## src/rtl/altcmp_pkg.sv

```systemverilog
package altcmp_pkg;
    localparam int ADDR_W = 3;
    localparam int FLAG_N = 4;
    localparam int CTRL_N = 6;

    localparam int F_ANY = 0;
    localparam int F_LO  = 1;
    localparam int F_HI  = 2;
    localparam int F_OVF = 3;

    localparam int C_RUN    = 0;
    localparam int C_DOWN   = 1;
    localparam int C_REINIT = 2;
    localparam int C_INV    = 3;
    localparam int C_FORCE  = 4;
    localparam int C_OE     = 5;

    typedef enum logic [ADDR_W-1:0] {
        A_CTRL   = 3'd0,
        A_CMP_LO = 3'd1,
        A_CMP_HI = 3'd2,
        A_PRE_LO = 3'd3,
        A_PRE_HI = 3'd4,
        A_FLAGS  = 3'd5,
        A_IEN    = 3'd6
    } reg_addr_t;

    typedef enum logic [1:0] {
        PH_HALT = 2'd0,
        PH_LOW  = 2'd1,
        PH_HIGH = 2'd2
    } phase_t;
endpackage

```

## src/rtl/altcmp_cfg_regs.sv

```systemverilog
module altcmp_cfg_regs
    import altcmp_pkg::*;
#(
    parameter int CNT_W = 16
) (
    input  logic                  clk,
    input  logic                  rst_n,
    input  logic                  wr_en,
    input  logic [ADDR_W-1:0]     wr_addr,
    input  logic [CNT_W-1:0]      wr_data,
    input  logic                  ld_lo,
    input  logic                  ld_hi,
    input  logic [FLAG_N-1:0]     flag_set,
    output logic [CTRL_N-1:0]     ctrl_q,
    output logic [CNT_W-1:0]      cmp_lo,
    output logic [CNT_W-1:0]      cmp_hi,
    output logic [CNT_W-1:0]      pre_lo,
    output logic [CNT_W-1:0]      pre_hi,
    output logic [FLAG_N-1:0]     flags,
    output logic [FLAG_N-1:0]     ien
);
    logic sel_ctrl, sel_clo, sel_chi, sel_plo, sel_phi, sel_flg, sel_ien;

    always_comb begin
        sel_ctrl = wr_en && (wr_addr == A_CTRL);
        sel_clo  = wr_en && (wr_addr == A_CMP_LO);
        sel_chi  = wr_en && (wr_addr == A_CMP_HI);
        sel_plo  = wr_en && (wr_addr == A_PRE_LO);
        sel_phi  = wr_en && (wr_addr == A_PRE_HI);
        sel_flg  = wr_en && (wr_addr == A_FLAGS);
        sel_ien  = wr_en && (wr_addr == A_IEN);
    end

    always_ff @(posedge clk or negedge rst_n) begin
        if (!rst_n) begin
            ctrl_q <= '0;
            pre_lo <= '0;
            pre_hi <= '0;
            ien    <= '0;
        end else begin
            if (sel_ctrl) ctrl_q <= wr_data[CTRL_N-1:0];
            if (sel_plo)  pre_lo <= wr_data;
            if (sel_phi)  pre_hi <= wr_data;
            if (sel_ien)  ien    <= wr_data[FLAG_N-1:0];
        end
    end

    // Hardware reload from the preload has priority over a software write.
    always_ff @(posedge clk or negedge rst_n) begin
        if (!rst_n) begin
            cmp_lo <= '0;
            cmp_hi <= '0;
        end else begin
            if (ld_lo)        cmp_lo <= pre_lo;
            else if (sel_clo) cmp_lo <= wr_data;
            if (ld_hi)        cmp_hi <= pre_hi;
            else if (sel_chi) cmp_hi <= wr_data;
        end
    end

    always_ff @(posedge clk or negedge rst_n) begin
        if (!rst_n) begin
            flags <= '0;
        end else begin
            for (int b = 0; b < FLAG_N; b++) begin
                if (flag_set[b])                  flags[b] <= 1'b1;
                else if (sel_flg && !wr_data[b])  flags[b] <= 1'b0;
            end
        end
    end


    flag_clear_chk: assert property (@(posedge clk) disable iff (!rst_n)
        (sel_flg && !wr_data[F_LO] && !flag_set[F_LO]) |=> !flags[F_LO]);
endmodule

```

## src/rtl/altcmp_phase_engine.sv

```systemverilog
module altcmp_phase_engine
    import altcmp_pkg::*;
#(
    parameter int CNT_W = 16
) (
    input  logic              clk,
    input  logic              rst_n,
    input  logic              tick,
    input  logic              run,
    input  logic              down,
    input  logic              reinit,
    input  logic              force_hold,
    input  logic [CNT_W-1:0]  cmp_lo,
    input  logic [CNT_W-1:0]  cmp_hi,
    input  logic [CNT_W-1:0]  pre_lo,
    input  logic [CNT_W-1:0]  pre_hi,
    output logic [CNT_W-1:0]  cnt_q,
    output logic              level,
    output logic              ld_lo,
    output logic              ld_hi,
    output logic [FLAG_N-1:0] flag_set
);
    localparam logic [CNT_W-1:0] CNT_MAX = '1;
    localparam logic [CNT_W-1:0] CNT_ONE = CNT_W'(1);

    phase_t           st;
    logic [CNT_W-1:0] act, nxt, other, start_len;
    phase_t           start_ph;
    logic             halt_req, adv, hit, wrap, swap;

    always_comb begin
        halt_req  = !run || force_hold;
        adv       = (st != PH_HALT) && !halt_req && tick;
        act       = (st == PH_HIGH) ? cmp_hi : cmp_lo;
        other     = (st == PH_HIGH) ? pre_lo : pre_hi;
        nxt       = down ? (cnt_q - CNT_ONE) : (cnt_q + CNT_ONE);
        start_ph  = ((cmp_lo != '0) || (cmp_hi == '0)) ? PH_LOW : PH_HIGH;
        start_len = (start_ph == PH_LOW) ? cmp_lo : cmp_hi;
        hit       = 1'b0;
        wrap      = 1'b0;
        if (adv) begin
            if (reinit && down) hit = (act != '0) && (nxt == '0);
            else                hit = (act != '0) && (nxt == act);
            wrap = !reinit && (down ? (cnt_q == '0) : (cnt_q == CNT_MAX));
        end
        swap            = hit && (other != '0);
        ld_hi           = hit && (st == PH_LOW);
        ld_lo           = hit && (st == PH_HIGH);
        flag_set[F_ANY] = hit;
        flag_set[F_LO]  = ld_hi;
        flag_set[F_HI]  = ld_lo;
        flag_set[F_OVF] = wrap;
    end

    // State register
    always_ff @(posedge clk or negedge rst_n) begin
        if (!rst_n) begin
            st <= PH_HALT;
        end else begin
            unique case (st)
                PH_HALT: if (!halt_req) st <= start_ph;
                PH_LOW:  if (halt_req) st <= PH_HALT;
                         else if (swap) st <= PH_HIGH;
                PH_HIGH: if (halt_req) st <= PH_HALT;
                         else if (swap) st <= PH_LOW;
                default: st <= PH_HALT;
            endcase
        end
    end

    // Counter
    always_ff @(posedge clk or negedge rst_n) begin
        if (!rst_n) begin
            cnt_q <= '0;
        end else if (halt_req) begin
            cnt_q <= '0;
        end else if (st == PH_HALT) begin
            cnt_q <= (down && reinit) ? start_len : '0;
        end else if (adv) begin
            if (hit && reinit) cnt_q <= down ? (swap ? other : act) : '0;
            else               cnt_q <= nxt;
        end
    end

    // Output level from the state register only
    always_comb level = (st == PH_HIGH);


    force_hold_chk: assert property (@(posedge clk) disable iff (!rst_n)
        force_hold |=> (cnt_q == '0 && !level));

    no_tick_chk: assert property (@(posedge clk) disable iff (!rst_n)
        (st != PH_HALT && !halt_req && !tick) |=> $stable(cnt_q));

    reinit_zero_chk: assert property (@(posedge clk) disable iff (!rst_n)
        (hit && reinit && !down) |=> (cnt_q == '0));

    down_reload_chk: assert property (@(posedge clk) disable iff (!rst_n)
        (hit && reinit && down) |=> (cnt_q != '0));

    reload_hi_chk: assert property (@(posedge clk) disable iff (!rst_n)
        ld_hi |=> (cmp_hi == $past(pre_hi)));
endmodule

```

## src/rtl/altcmp_pwm_timer.sv

```systemverilog
module altcmp_pwm_timer
    import altcmp_pkg::*;
#(
    parameter int CNT_W = 16
) (
    input  logic              clk,
    input  logic              rst_n,
    input  logic              wr_en,
    input  logic [2:0]        wr_addr,
    input  logic [CNT_W-1:0]  wr_data,
    input  logic              tick,
    output logic              pwm_out,
    output logic [CNT_W-1:0]  cnt_out,
    output logic [3:0]        flags_out,
    output logic              irq
);
    logic [CTRL_N-1:0] ctrl_q;
    logic [CNT_W-1:0]  cmp_lo, cmp_hi, pre_lo, pre_hi;
    logic [FLAG_N-1:0] flags, ien, flag_set;
    logic              ld_lo, ld_hi, level;

    altcmp_cfg_regs #(.CNT_W(CNT_W)) u_regs (
        .clk(clk), .rst_n(rst_n), .wr_en(wr_en), .wr_addr(wr_addr),
        .wr_data(wr_data), .ld_lo(ld_lo), .ld_hi(ld_hi), .flag_set(flag_set),
        .ctrl_q(ctrl_q), .cmp_lo(cmp_lo), .cmp_hi(cmp_hi),
        .pre_lo(pre_lo), .pre_hi(pre_hi), .flags(flags), .ien(ien)
    );

    altcmp_phase_engine #(.CNT_W(CNT_W)) u_engine (
        .clk(clk), .rst_n(rst_n), .tick(tick),
        .run(ctrl_q[C_RUN]), .down(ctrl_q[C_DOWN]), .reinit(ctrl_q[C_REINIT]),
        .force_hold(ctrl_q[C_FORCE]),
        .cmp_lo(cmp_lo), .cmp_hi(cmp_hi), .pre_lo(pre_lo), .pre_hi(pre_hi),
        .cnt_q(cnt_out), .level(level), .ld_lo(ld_lo), .ld_hi(ld_hi),
        .flag_set(flag_set)
    );

    always_comb begin
        pwm_out   = ctrl_q[C_OE] & (level ^ ctrl_q[C_INV]);
        flags_out = flags;
        irq       = |(flags & ien);
    end
endmodule

```

## config.mk

```make
export PLATFORM = sky130hd
export DESIGN_NAME = altcmp_pwm_timer
export DESIGN_NICKNAME = d
export VERILOG_FILES = /design/src/rtl/altcmp_pkg.sv /design/src/rtl/altcmp_cfg_regs.sv /design/src/rtl/altcmp_phase_engine.sv /design/src/rtl/altcmp_pwm_timer.sv
export SDC_FILE = /design/constraint.sdc
export NUM_CORES = 1
export LEC_CHECK = 0
export BUFFER_PORTS_ARGS = -buffer_cell sky130_fd_sc_hd__buf_2
export CAP_MARGIN = 30
export CORE_ASPECT_RATIO = 1.25
export CORE_MARGIN = 5
export CORE_UTILIZATION = 45
export DETAILED_ROUTE_END_ITERATION = 8
export GPL_ROUTABILITY_DRIVEN = 0
export PLACE_DENSITY = 0.74
export SYNTH_ARGS = -nofsm -noshare
export SYNTH_HDL_FRONTEND = slang
export SYNTH_SLANG_ARGS = --single-unit
```

## constraint.sdc

```tcl
create_clock -name clk -period 4.89 [get_ports clk]
set_input_delay 0 -clock clk [delete_from_list [all_inputs] [get_ports clk]]
set_output_delay 0 -clock clk [all_outputs]
set_load 0.01 [all_outputs]
```

After elaboration in Yosys (flattened, before gate mapping). Index checks and enable logic that the tools add are counted.

Flip-flop bits (word level): 96. Input bits: 23. Output and inout bits: 22. Logic and storage cells: 113.

$add $sub $neg: 2. Eq/ne operators: 14. Mux-type cells: 34. Bitwise logic cells: 3. Reduce and logical (&&, ||, !) cells: 48.

Operators by type and width (number): 16-bit two-way mux (15); 16-bit zero test (3); 16-bit nonzero test (3); 1-bit logical AND (21); 16-bit by 1-bit adder with 16-bit output (second input constant) (1); 16-bit == test (1); 16-bit == test (second input constant) (1); 16-bit by 1-bit subtractor with 16-bit output (second input constant) (1); 2-bit nonzero test (7); 1-bit two-way mux (12); 2-bit two-way mux (6); 3-bit == test (second input constant) (3); 1-bit zero test (7); 3-bit by 2-bit == test with 1-bit output (second input constant) (2); 3-bit by 1-bit != test with 1-bit output (second input constant) (2); 2-bit one-hot mux with 3 select lines (1); 4-bit bitwise AND (1); 2-bit by 1-bit == test with 1-bit output (second input constant) (2); 4-bit OR reduction (1); 3-bit by 1-bit == test with 1-bit output (second input constant) (1); 3-bit zero test (1); 3-bit AND reduction (1); 3-bit nonzero test (1); 2-bit == test (second input constant) (1); other kinds (5) (6).

Longest topological paths before layout. Gate-level depths: netlist of the first run.

Depth in word-level cells: 13. Mapped depth: 14. Depth with buffers taken out: 11.

Hierarchy. Synthesis of the first run repeated with hierarchy kept, for this count alone.

Cell total of the unflattened synthesis: 646. Area, all modules: 6920.4 µm².

By module, submodules not included: altcmp_phase_engine (instances 1, cells an instance 428, area each 3479.6 µm², seq. area each 450.4 µm²); altcmp_cfg_regs (instances 1, cells an instance 213, area each 3407.0 µm², seq. area each 1951.9 µm²); altcmp_pwm_timer (instances 1, cells an instance 5, area each 33.8 µm², seq. area each 0.0 µm²).

Least setup slack after synthesis of the first run. No wires, ideal clock.

Path type: register to register. Start point: register u_regs.ctrl_q[1]. End point: register u_regs.cmp_lo[10]. Library setup time: 0.127 ns. Arrival: 4.184 ns. Data required time: 4.763 ns. Path slack: 0.578 ns. Cell stages (with the launch flop): 14. Path buffers: 2. Clock period less this slack: 4.312 ns. Cells stage by stage: dfrtp_1 > ha_1 > clkbuf_1 > a211o_1 > and3_1 > a2111oi_2 > xor2_1 > xnor2_1 > nand4_1 > or4_4 > or3_4 > a211oi_4 > buf_6 > mux2_1.

Cells in the longest elaborated chain, start to end: 7. Elaborated cells between the ends (all ways): 11. Classes of those cells: 1 x eq/ne; 4 x mux; 6 x reduce/logical.

Ends and longest elaborated chain: from (decl) (RTL line altcmp_cfg_regs.sv:14) `output logic [CTRL_N-1:0] ctrl_q,`; from (signal assigned) (RTL line altcmp_cfg_regs.sv:41) `if (sel_ctrl) ctrl_q <= wr_data[CTRL_N-1:0];`; 16-bit two-way mux (RTL line altcmp_phase_engine.sv:36) `nxt = down ? (cnt_q - CNT_ONE) : (cnt_q + CNT_ONE);`; 16-bit == test or 16-bit zero test (tied branches) (RTL line altcmp_phase_engine.sv:43, altcmp_phase_engine.sv:42); 1-bit logical AND (on tied branches) (RTL line altcmp_phase_engine.sv:43, altcmp_phase_engine.sv:42); 1-bit two-way mux (*) (RTL line altcmp_phase_engine.sv:42) `if (reinit && down) hit = (act != '0) && (nxt == '0);`; 1-bit two-way mux (*) (RTL line altcmp_phase_engine.sv:41) `if (adv) begin`; 1-bit logical AND (*) (RTL line altcmp_phase_engine.sv:48) `ld_lo = hit && (st == PH_HIGH);`; 16-bit two-way mux or 2-bit nonzero test (tied branches); to (signal assigned) (RTL line altcmp_cfg_regs.sv:54) `if (ld_lo) cmp_lo <= pre_lo;`; to (signal assigned) (RTL line altcmp_cfg_regs.sv:55) `else if (sel_clo) cmp_lo <= wr_data;`; to (decl) (RTL line altcmp_cfg_regs.sv:15) `output logic [CNT_W-1:0] cmp_lo,`.

Every way passes the cells marked *; elsewhere a longest branch is shown, timed or not. A chain may end at the register's enable or synchronous reset.

Worst setup path after layout of the first run.
Start point: register u_regs.ctrl_q[1]. End point: register u_regs.cmp_lo[5].

Same word-level chain as after synthesis.

==> results of run 1 <==
==> repair_timing <==
item                                    4_1_cts  5_1_grt
endpoints found under the setup margin        0        0
endpoints found under the hold margin        68        0
hold buffers                                 15        0
==> synth_stat cells, types with 3 or more instances <==
cell,count,area (um2)
sky130_fd_sc_hd__o21a_1,4,30.0
sky130_fd_sc_hd__nor3_1,19,95.1
sky130_fd_sc_hd__o22ai_1,4,25.0
sky130_fd_sc_hd__nand4_1,14,87.6
sky130_fd_sc_hd__ha_1,15,188
sky130_fd_sc_hd__nor4_1,18,113
sky130_fd_sc_hd__nor2b_1,5,31.3
sky130_fd_sc_hd__o21bai_1,3,22.5
sky130_fd_sc_hd__nand2b_1,6,37.5
sky130_fd_sc_hd__buf_6,3,33.8
sky130_fd_sc_hd__nand2_1,38,143
sky130_fd_sc_hd__nor3b_1,4,30.0
sky130_fd_sc_hd__clkbuf_1,22,82.6
sky130_fd_sc_hd__a21oi_1,28,140
sky130_fd_sc_hd__a31oi_1,5,31.3
sky130_fd_sc_hd__o21ai_0,33,165
sky130_fd_sc_hd__xor2_1,9,78.8
sky130_fd_sc_hd__dfrtp_1,96,2400
sky130_fd_sc_hd__nor2_1,33,124
sky130_fd_sc_hd__nand4b_1,3,26.3
sky130_fd_sc_hd__a22oi_1,11,82.6
sky130_fd_sc_hd__o31ai_1,7,52.6
sky130_fd_sc_hd__mux2i_1,20,200
sky130_fd_sc_hd__mux2_1,20,225
sky130_fd_sc_hd__o211ai_1,3,22.5
sky130_fd_sc_hd__mux2_2,85,957
sky130_fd_sc_hd__a211o_1,3,26.3
sky130_fd_sc_hd__a211oi_1,26,195
sky130_fd_sc_hd__and3_1,5,31.3
sky130_fd_sc_hd__nand3_1,5,25.0
sky130_fd_sc_hd__a21o_1,10,75.1
sky130_fd_sc_hd__a32oi_1,4,35.0
sky130_fd_sc_hd__xnor2_1,20,175
==> cells by family after synthesis <==
kind of cell               Yosys count
DFF                                 96
AOI/OAI and AO/OA                  155
muxes                              126
and+or+nand+nor                    162
adders and majority gates           16
buffers and inverters               31
xor gates and xnor gates            30
==> worst paths after layout <==
path / from / end
setup / recovery: u_regs.ctrl_q[1]$_DFFE_PN0P_ / u_regs.cmp_lo[5]$_DFFE_PN0P_
setup reg to reg: u_regs.ctrl_q[1]$_DFFE_PN0P_ / u_regs.cmp_lo[5]$_DFFE_PN0P_
hold reg to reg: u_regs.ctrl_q[0]$_DFFE_PN0P_ / u_regs.ctrl_q[0]$_DFFE_PN0P_
max in group asynchronous: rst_n / u_regs.pre_lo[14]$_DFFE_PN0P_
min in group asynchronous: rst_n / u_regs.ien[0]$_DFFE_PN0P_
hold / removal: wr_data[1] / u_regs.ctrl_q[1]$_DFFE_PN0P_
==> metal layers <==
layer	up-vias	GRT usage	share of wire
met5	-	0	0
met4	0	0.124	0.046
met3	70	0.0336	0.065
met2	296	0.373	0.49
met1	2740	0.301	0.40
li1	2491	-	-
==> final cells by class <==
cell class	instances	area share
Clock buffer	10	0.0316
Tap cell	175	0.0303
Timing Repair Buffer	77	0.0718
Inverter	3	0.00156
Clock inverter	5	0.00571
Multi-Input combinational cell	489	0.527
Sequential cell	96	0.332
==> registers in the layout, indices dropped and copies added (netlist names) <==
name / cells
u_engine.cnt_q: 16
u_engine.st: 2
u_regs.cmp_hi: 16
u_regs.cmp_lo: 16
u_regs.ctrl_q: 6
u_regs.flags: 4
u_regs.ien: 4
u_regs.pre_hi: 16
u_regs.pre_lo: 16
==> worst register-to-register path: stages, from the launching register on <==
cell and delay (ns):
sky130_fd_sc_hd__dfrtp_1 0.63, sky130_fd_sc_hd__ha_1 0.45, sky130_fd_sc_hd__or2_2 0.36, sky130_fd_sc_hd__and3_1 0.20
sky130_fd_sc_hd__a2111oi_2 0.39, sky130_fd_sc_hd__xor2_1 0.32, sky130_fd_sc_hd__xnor2_1 0.16, sky130_fd_sc_hd__nand4_1 0.11
sky130_fd_sc_hd__or4_4 0.54, sky130_fd_sc_hd__or3_4 0.38, sky130_fd_sc_hd__a211oi_4 0.21, sky130_fd_sc_hd__buf_4 0.30
sky130_fd_sc_hd__mux2_1 0.37
==> where the power goes <==
group	total, mW	internal (mW)	switching (mW)
Combinational	1.02	0.454	0.566
Sequential	1.18	0.949	0.230
Clock	0.653	0.346	0.306
Total	2.85	1.75	1.10
==> through the flow <==
step / instance area (um2) / power (mW) / utilization
global placement: 6780 / 2.11 / 0.491
floorplan: 6330 / 1.83 / -
finish: 7230 / 2.85 / 0.524
detailed placement: 6800 / 2.16 / 0.492
global route: 7230 / 3.00 / 0.524
CTS: 7220 / 2.83 / 0.523
==> Flow_metrics.wiki, run 1 <==
{| class="wikitable"
! Metric !! Value
|-
| GRT Residual Overflow || 0
|-
| Critical path startpoint category || flip-flop
|-
| Post-synthesis register bit count || 96
|-
| Clock transition at path regs || 0.07 ns
|-
| Max stage delay cell, worst path || sky130_fd_sc_hd__dfrtp_1
|-
| Multiplexer fraction of the synthesized cell area || 0.221
|-
| Worst hold path type || in2reg
|-
| Vert. Die Dim || 143 um
|-
| Netlist area before placement || 6330 um2
|-
| Number of I/O port buffers || 44
|-
| Std-Cell Rows || 48
|-
| Largest net degree at the start of global routing || 60
|-
| Part of the Yosys area used for sequential elements || 0.380
|-
| Mean number of vias per cell || 6.55
|-
| Iter 0 DRT Violations || about 730
|-
| Number of detailed-route iterations in the first pass || 5
|-
| Number of enable-type register cells in the synthesized netlist || 0
|-
| Highest ir drop seen on vdd || 0.168 mV
|-
| Wire length of the first global-routing pass || about 30 mm
|-
| Count of vias placed by the detailed router || 5597
|-
| Area fraction in compound gates after synthesis || 0.170
|-
| Wire per inst || between 20 and 25 um
|-
| Leakage dissipation || 3.00 nW
|-
| Fraction of the mapped netlist area in simple logic gates || 0.132
|-
| Multi-input gate area || approximately 3800 um2
|-
| Commonest non-fill, non-tap cells in the layout || sky130_fd_sc_hd__dfrtp_1, sky130_fd_sc_hd__mux2_2, sky130_fd_sc_hd__buf_2, sky130_fd_sc_hd__nand2_1
|-
| Post-synthesis share of cell area spent on xor and xnor gates || 0.0427
|-
| Clock Skews || 0.00968 ns
|-
| Count of distinct cell types in the synthesized netlist || 57
|-
| Post-synth top flop || sky130_fd_sc_hd__dfrtp_1
|-
| Kind of critical path || reg2reg
|-
| Run status || complete, no violations
|-
| DRC viols || 0
|-
| TritonCTS Buffers || 9
|-
| Tmin final || 4.55 ns
|-
| Async S/R FF share, synth || 1.00
|-
| CP Cell Sequence || ha_1 -> or2_2 -> and3_1 -> a2111oi_2 -> xor2_1 -> xnor2_1 -> nand4_1 -> or4_4 -> or3_4 -> a211oi_4 -> buf_4 -> mux2_1
|-
| Reg-to-reg slack, setup || 0.34 ns
|-
| Synth Net Count || between 600 and 700
|-
| Worst reg-to-reg path cell count || 12
|-
| Final-report max-slew violation count || 0
|-
| Remaining number of nets flagged by the antenna check after routing || 0
|-
| DIE AREA || 16500 um2
|-
| Layout overhead on the synthesized area || 14.3%
|-
| Count of buffering cells on the critical path with inverters included || 1
|-
| PnR worst setup slack || 0.341 ns
|-
| Number of cells produced by synthesis || 616
|-
| Footprint of the flip-flops and latches || roughly 2400 um2
|-
| Post-CTS setup-driven buffer insertion count || 0
|-
| Die X || 116 um
|-
| Final hold slack || 0.0188 ns
|-
| Total of endpoints with negative setup slack in the final report || 0
|-
| Max Fclk || around 220 MHz
|-
| Placed cells || 824
|-
| # nets final || 715
|-
| Layout cells sized above 1 || 0.260
|-
| Fin crit share || 0.930
|-
| Root Buffer Master || sky130_fd_sc_hd__clkbuf_16
|-
| Worst path top cell family by delay || simple AND/OR/NAND/NOR gates
|-
| Endpoint kind of the worst setup timing path || flip-flop
|-
| Maximum fanout count along the critical path || 16
|-
| Number of fillers in the final layout || 1227
|-
| Number of antenna violations at the first check in global routing || 0
|-
| Largest family of logic cells by synthesized area || multiplexers
|-
| Effective utilization at floorplan || 0.458
|-
| Clock tree from TritonCTS || done
|-
| Number of inserted diodes || 0
|-
| Detail Placement HPWL || 13.8 mm
|-
| Aggregate global-route resource usage || 0.232
|-
| RSZ-0062 raised after global routing || false
|-
| Detailed-route wire length || roughly 19 mm
|-
| Max_slew headroom || 0.302
|-
| CTS Buffer Depth || 2
|-
| Number of non-filler instances in the completed layout || around 860
|-
| I/O pin count || 45
|-
| H-tree levels || 3
|-
| Depth of the critical timing path with buffers and inverters included || 12
|-
| Pre-CTS WS || 0.441 ns
|-
| Power density normalized to cell area || 394 nW/um2
|-
| Total negative slack for setup checks || 0 ns
|-
| Number of global-route vias before repair || 5632
|-
| Worst Tran Pin Value || 1.04 ns
|-
| Core area || 13800 um2
|-
| Avg Inst Size Synth || 10.3 um2
|-
| Number of sinks handled by clock tree synthesis || 96
|-
| Number of stages on the worst hold path || 3
|-
| Number of hold-slack violations in the final timing report || 0
|-
| Biggest cell delay along the critical path || 0.63 ns
|-
| PostCTS Resize Cnt || 0
|-
| Count of synthesis-stage warnings from yosys || 0
|-
| Most common library cell in the layout ignoring fill and taps || sky130_fd_sc_hd__dfrtp_1
|-
| Endpoint arrival time on the critical path || 4.77 ns
|-
| Post-synthesis share of cell area spent on full adders, half adders and majority gates || 0.0328
|-
| Clock insertion delay at the later pin of the skew report || approximately 0.35 ns
|-
| Required @ worst endpoint || 5.11 ns
|-
| Max-cap violation count || 0
|}
(Power assumes the default switching activity.)
==> run 2: changes to the inputs <==
==> constraint.sdc (replaced) <==
create_clock -name clk -period 4.3 [get_ports clk]
set_input_delay 0 -clock clk [delete_from_list [all_inputs] [get_ports clk]]
set_output_delay 0 -clock clk [all_outputs]
set_load 0.01 [all_outputs]
==> Flow_metrics.wiki, run 2 (synthesized netlist as in run 1, its figures left out) <==
{| class="wikitable"
! Metric !! Value
|-
| Run status || complete, no violations
|-
| Met2 wire length || 9.46 mm
|-
| Clock insertion delay at the later pin of the skew report || 0.35 ns
|-
| Number of global-route vias before repair || 5685
|-
| Min-Delay Endpoint || u_regs.flags[0]$_DFFE_PN0P_
|-
| Endpoint of the worst register-to-register path || u_regs.cmp_hi[12]$_DFFE_PN0P_
|-
| Root Buffer Master || sky130_fd_sc_hd__clkbuf_16
|-
| DIE AREA || 16500 um2
|-
| Clock tree from TritonCTS || done
|-
| Pre-CTS WS || 0.0727 ns
|-
| Max-cap violation count || 0
|-
| Worst Tran Pin Value || roughly 1 ns
|-
| Detailed-route wire length || 19.0 mm
|-
| Remaining number of nets flagged by the antenna check after routing || 0
|-
| Maximum fanout count along the critical path || 16
|-
| Number of I/O port buffers || 44
|-
| Total of endpoints with negative setup slack in the final report || 0
|-
| Biggest cell delay along the critical path || 0.55 ns
|-
| CP Cell Sequence || buf_2 -> ha_1 -> a211oi_2 -> nor2_1 -> a2111oi_4 -> xor2_2 -> xnor2_1 -> nand4_1 -> or4_4 -> or3_4 -> a211oi_4 -> buf_12 -> mux2_1
|-
| Largest net degree at the start of global routing || between 60 and 70
|-
| CTS Buffer Depth || 2
|-
| Critical path startpoint category || flip-flop
|-
| Share of the core filled with cells in the final layout || 0.541
|-
| Endpoint kind of the worst setup timing path || flip-flop
|-
| Wire length on met1 || 7.55 mm
|-
| Mean number of vias per cell || 6.50
|-
| Kind of critical path || reg2reg
|-
| Final-report max-slew violation count || 0
|-
| Worst R2R Start || u_regs.ctrl_q[1]$_DFFE_PN0P_
|-
| Reg-to-reg slack, setup || 0.05 ns
|-
| Clock Skews || 0.00561 ns
|-
| Wire per inst || 21.7 um
|-
| Max_slew headroom || 0.308
|-
| Count of buffering cells on the critical path with inverters included || 2
|-
| Number of sinks handled by clock tree synthesis || 96
|-
| Highest ir drop seen on vdd || 0.206 mV
|-
| Start point of the critical path || u_regs.ctrl_q[1]$_DFFE_PN0P_
|-
| Number of fillers in the final layout || 1210
|-
| GRT Residual Overflow || 0
|-
| Layout overhead on the synthesized area || 18.0%
|-
| Core area || 13800 um2
|-
| Aggregate global-route resource usage || 0.230
|-
| Worst path top cell family by delay || simple AND/OR/NAND/NOR gates
|-
| I/O pin count || 45
|-
| Depth of the critical timing path with buffers and inverters included || 13
|-
| Most common library cell in the layout ignoring fill and taps || sky130_fd_sc_hd__dfrtp_1
|-
| Max Fclk || 235 MHz
|-
| Count of vias placed by the detailed router || 5696
|-
| Number of hold-slack violations in the final timing report || 0
|-
| Wire length of the first global-routing pass || 29.8 mm
|-
| Worst hold path type || in2reg
|-
| Vert. Die Dim || 143 um
|-
| Commonest non-fill, non-tap cells in the layout || sky130_fd_sc_hd__dfrtp_1, sky130_fd_sc_hd__mux2_2, sky130_fd_sc_hd__buf_2, sky130_fd_sc_hd__nand2_1
|-
| Number of antenna violations at the first check in global routing || 0
|-
| Tmin final || 4.25 ns
|-
| Iter 0 DRT Violations || 596
|-
| Worst reg-to-reg path cell count || 13
|-
| Min-delay src || wr_data[0]
|-
| Effective utilization at floorplan || 0.458
|-
| Std-Cell Rows || 48
|-
| Total Power || 3.32 mW
|-
| # nets final || 735
|-
| Required @ worst endpoint || 4.53 ns
|-
| Number of inserted diodes || 0
|-
| H-tree levels || 3
|-
| RSZ-0062 raised after global routing || true
|-
| Fin crit share || 0.988
|-
| Leakage dissipation || 3.11 nW
|-
| PnR worst setup slack || 0.0497 ns
|-
| Die X || 116 um
|-
| Detail Placement HPWL || 14.1 mm
|-
| Number of detailed-route iterations in the first pass || 6
|-
| Number of stages on the worst hold path || 3
|-
| Endpoint arrival time on the critical path || 4.48 ns
|-
| Detail Route met3 WL || ~1.2 mm
|-
| Power density normalized to cell area || 445 nW/um2
|-
| Topmost layer with routed signal wires || met4
|-
| DRC viols || 0
|-
| TritonCTS Buffers || 9
|-
| Clock transition at path regs || 0.07 ns
|-
| Max stage delay cell, worst path || sky130_fd_sc_hd__or4_4
|-
| Layout cells sized above 1 || 0.291
|}
run 2: cell count changes in the layout (fill, tap and decap cells not counted), moves of 2 or more:
cell,previous run,this run
sky130_fd_sc_hd__buf_4,17,33
sky130_fd_sc_hd__buf_12,0,2
sky130_fd_sc_hd__dfrtp_1,96,94
sky130_fd_sc_hd__dfrtp_2,0,2
sky130_fd_sc_hd__ha_1,15,13
sky130_fd_sc_hd__ha_2,0,2
run 2: how the worst max path moves through the flow:
stage | endpoint | slack (ns)
5_1_grt | u_regs.cmp_hi[12]$_DFFE_PN0P_ | -0.03
3_3_place_gp | u_regs.cmp_hi[2]$_DFFE_PN0P_ | 0.16
2_1_floorplan | u_regs.cmp_lo[10]$_DFFE_PN0P_ | 0.13
6_report | u_regs.cmp_hi[12]$_DFFE_PN0P_ | 0.05
3_5_place_dp | u_regs.cmp_hi[1]$_DFFE_PN0P_ | 0.07
4_1_cts | u_regs.cmp_hi[12]$_DFFE_PN0P_ | 0.04
run 2: final cells by class:
type / instances / area, um2 / area share
Timing Repair Buffer: 97 / 694 / 0.0930
Inverter: 3 / 11.3 / 0.00151
Clock inverter: 5 / 40.0 / 0.00536
Tap cell: 175 / 219 / 0.0293
Clock buffer: 11 / 243 / 0.0325
Sequential cell: 96 / 2400 / 0.322
Multi-Input combinational cell: 489 / 3860 / 0.516
run 2: through the flow:
step | TNS (ns) | hold WS (ns) | std cells | cell area [um2]
2_1_floorplan | 0 | -0.296 | 616 | 6330
3_3_place_gp | 0 | 0.116 | 838 | 6930
3_5_place_dp | 0 | 0.122 | 839 | 6940
4_1_cts | 0 | 0.0135 | 871 | 7380
5_1_grt | -0.262 | 0.0303 | 876 | 7470
6_report | 0 | 0.0309 | 876 | 7470
run 2: metal layers:
metal / vias to the layer above / global-route usage
met1: 2813 / 0.294
met3: 69 / 0.0302
met2: 293 / 0.380
met5: - / 0
met4: 0 / 0.118
li1: 2521 / -
run 2: power breakdown:
part | total, mW | switching [mW] | internal [mW]
Sequential | 1.33 | 0.254 | 1.08
Combinational | 1.22 | 0.669 | 0.554
Clock | 0.766 | 0.355 | 0.411
run 2: worst reg2reg max path: stages, from the launching register on:
cell                        delay (ns)
sky130_fd_sc_hd__dfrtp_2          0.47
sky130_fd_sc_hd__buf_2            0.19
sky130_fd_sc_hd__ha_1             0.32
sky130_fd_sc_hd__a211oi_2         0.23
sky130_fd_sc_hd__nor2_1           0.15
sky130_fd_sc_hd__a2111oi_4        0.48
sky130_fd_sc_hd__xor2_2           0.25
sky130_fd_sc_hd__xnor2_1          0.15
sky130_fd_sc_hd__nand4_1          0.13
sky130_fd_sc_hd__or4_4            0.55
sky130_fd_sc_hd__or3_4            0.39
sky130_fd_sc_hd__a211oi_4         0.27
sky130_fd_sc_hd__buf_12           0.20
sky130_fd_sc_hd__mux2_1           0.35
run 2: what timing repair did:
item / in CTS / in global routing
gates resized for setup: 0 / 8
setup endpoints to repair: 0 / 44
buffers inserted: 0 / 3
hold buffers: 16 / 0
hold endpoints to repair: 91 / 0
==> run 3: changes to the inputs <==
--- a/config.mk
+++ b/config.mk
@@ -13,6 +13,7 @@
 export DETAILED_ROUTE_END_ITERATION = 8
 export GPL_ROUTABILITY_DRIVEN = 0
 export PLACE_DENSITY = 0.74
+export SETUP_SLACK_MARGIN = 0.3
 export SYNTH_ARGS = -nofsm -noshare
 export SYNTH_HDL_FRONTEND = slang
 export SYNTH_SLANG_ARGS = --single-unit
==> Flow_metrics.wiki, run 3 (synthesized netlist as in run 1, its figures left out) <==
{| class="wikitable"
! Metric !! Value
|-
| Run status || complete, no violations
|-
| Total of endpoints with negative setup slack in the final report || 0
|-
| DRC viols || 0
|-
| Clock tree from TritonCTS || done
|-
| Max_slew headroom || 0.348
|-
| Fin crit share || 0.958
|-
| Remaining number of nets flagged by the antenna check after routing || 0
|-
| Endpoint kind of the worst setup timing path || flip-flop
|-
| Number of detailed-route iterations in the first pass || 5
|-
| Number of I/O port buffers || 44
|-
| Start point of the critical path || u_regs.ctrl_q[1]$_DFFE_PN0P_
|-
| Highest ir drop seen on vdd || 0.195 mV
|-
| Max-cap violation count || 0
|-
| Pre-CTS WS || 0.119 ns
|-
| # nets final || ~750
|-
| Clock Skews || 0.00970 ns
|-
| Aggregate global-route resource usage || 0.231
|-
| Largest net degree at the start of global routing || 65
|-
| Number of hold-slack violations in the final timing report || 0
|-
| Layout cells sized above 1 || 0.327
|-
| Total negative slack for setup checks || 0 ns
|-
| CTS Buffer Depth || 2
|-
| Worst Tran Pin Value || 0.970 ns
|-
| TritonCTS Buffers || 9
|-
| Worst hold path type || in2reg
|-
| Share of the core filled with cells in the final layout || 0.557
|-
| Min-Delay Endpoint || u_regs.ctrl_q[3]$_DFFE_PN0P_
|-
| Worst reg-to-reg path cell count || 16
|-
| Wire length of the first global-routing pass || ~30 mm
|-
| Number of stages on the worst hold path || 2
|-
| Number of global-route vias before repair || 5636
|-
| Final hold slack || 0.0265 ns
|-
| Final-report max-slew violation count || 0
|-
| Mean number of vias per cell || 6.37
|-
| Layout overhead on the synthesized area || 21.6%
|-
| H-tree levels || 3
|-
| Tmin final || 4.12 ns
|-
| Total placed instance area || 6940 um2
|-
| Kind of critical path || reg2reg
|-
| Power density normalized to cell area || 440 nW/um2
|-
| I/O pin count || 45
|-
| PnR worst setup slack || approximately 0.18 ns
|-
| Clock transition at path regs || ~0.070 ns
|-
| Max Fclk || ~240 MHz
|-
| Wire per inst || 21.4 um
|-
| Critical path startpoint category || flip-flop
|-
| Endpoint of the worst register-to-register path || u_regs.cmp_lo[3]$_DFFE_PN0P_
|-
| Iter 0 DRT Violations || 712
|-
| Clock insertion delay at the later pin of the skew report || ~0.35 ns
|-
| Number of antenna violations at the first check in global routing || 0
|-
| Commonest non-fill, non-tap cells in the layout || sky130_fd_sc_hd__dfrtp_1, sky130_fd_sc_hd__mux2_2, sky130_fd_sc_hd__buf_4, sky130_fd_sc_hd__buf_2, sky130_fd_sc_hd__nand2_1
|-
| Worst R2R Start || u_regs.ctrl_q[1]$_DFFE_PN0P_
|-
| Number of sinks handled by clock tree synthesis || 96
|-
| Min-delay src || wr_data[3]
|-
| Count of vias placed by the detailed router || 5665
|-
| Core area || 13800 um2
|-
| Required @ worst endpoint || 4.53 ns
|-
| Endpoint arrival time on the critical path || 4.35 ns
|-
| Design area || 7690 um2
|-
| Leakage dissipation || 3.25 nW
|-
| Std-Cell Rows || 48
|-
| Maximum fanout count along the critical path || 11
|-
| Effective utilization at floorplan || 0.458
|-
| Number of inserted diodes || 0
|-
| Root Buffer Master || sky130_fd_sc_hd__clkbuf_16
|-
| Most common library cell in the layout ignoring fill and taps || sky130_fd_sc_hd__dfrtp_1
|-
| RSZ-0062 raised after global routing || true
|-
| Detailed-route wire length || roughly 19 mm
|-
| DIE AREA || 16500 um2
|-
| Die X || roughly 120 um
|-
| Vert. Die Dim || 143 um
|-
| GRT Residual Overflow || 0
|-
| Detail Placement HPWL || 13.8 mm
|-
| Reg-to-reg slack, setup || 0.18 ns
|}
==> run 3: cell count changes in the layout (fill, tap and decap cells not counted), sizes merged <==
cell / before / now
clkbuf: 11 / 12
dlygate4sd3: 16 / 15
clkinvlp: 3 / 2
buf: 81 / 96
==> run 3: area by class of cell <==
type / instances / area [um2]
clock buffers: 12 / 246
clock inverters: 4 / 28.8
fillers: 1133 / 6120
inverters: 3 / 11.3
multi-input cells: 489 / 3950
flip-flops and latches: 96 / 2400
well taps: 175 / 219
repair buffers: 111 / 828
==> run 3: worst max-delay path by stage <==
stage	slack [ns]	cells after the start	to
global placement	0.24	12	u_regs.cmp_lo[14]$_DFFE_PN0P_
detailed placement	0.12	12	u_regs.cmp_lo[12]$_DFFE_PN0P_
finish	0.18	16	u_regs.cmp_lo[3]$_DFFE_PN0P_
floorplan	0.23	11	u_regs.cmp_lo[10]$_DFFE_PN0P_
CTS	0.23	15	u_regs.cmp_lo[12]$_DFFE_PN0P_
global route	0.07	16	u_regs.cmp_lo[5]$_DFFE_PN0P_
==> run 3: stage by stage <==
| stage | power, mW | cells |
|---|---|---|
| finish | 3.38 | 890 |
| global route | 3.53 | 890 |
| CTS | 3.31 | 879 |
| detailed placement | 2.49 | 837 |
| global placement | 2.44 | 836 |
| floorplan | 2.08 | 616 |
==> run 3: power breakdown <==
part	internal [mW]	switching [mW]
combinational	0.615	0.685
clock	0.409	0.337
sequential	1.08	0.257
==> run 3: per-layer routing <==
metal / global-route usage / share of wire
met1: 0.288 / 0.40
met2: 0.388 / 0.49
met3: 0.0413 / 0.069
met4: 0.103 / 0.040
met5: 0 / 0
==> run 3: timing repair <==
action / CTS / global route
buffers inserted: 10 / 9
hold endpoints to repair: 60 / 0
resized for setup: 30 / 4
gates cloned: 1 / 0
endpoints found under the setup margin: 32 / 48
pin swaps: 14 / 4
hold buffers: 15 / 0
==> run 3: critical path, cell delays in order (launching register included) <==
cell	delay (ns)
sky130_fd_sc_hd__dfrtp_2	0.40
sky130_fd_sc_hd__buf_2	0.16
sky130_fd_sc_hd__ha_1	0.30
sky130_fd_sc_hd__buf_4	0.18
sky130_fd_sc_hd__nand4_1	0.13
sky130_fd_sc_hd__nor2_1	0.19
sky130_fd_sc_hd__a2111oi_4	0.13
sky130_fd_sc_hd__buf_4	0.16
sky130_fd_sc_hd__o31ai_1	0.32
sky130_fd_sc_hd__xor2_1	0.39
sky130_fd_sc_hd__xor2_1	0.19
sky130_fd_sc_hd__nand3_1	0.14
sky130_fd_sc_hd__or3_4	0.43
sky130_fd_sc_hd__a211oi_4	0.25
sky130_fd_sc_hd__buf_4	0.17
sky130_fd_sc_hd__buf_12	0.14
sky130_fd_sc_hd__mux2_4	0.31
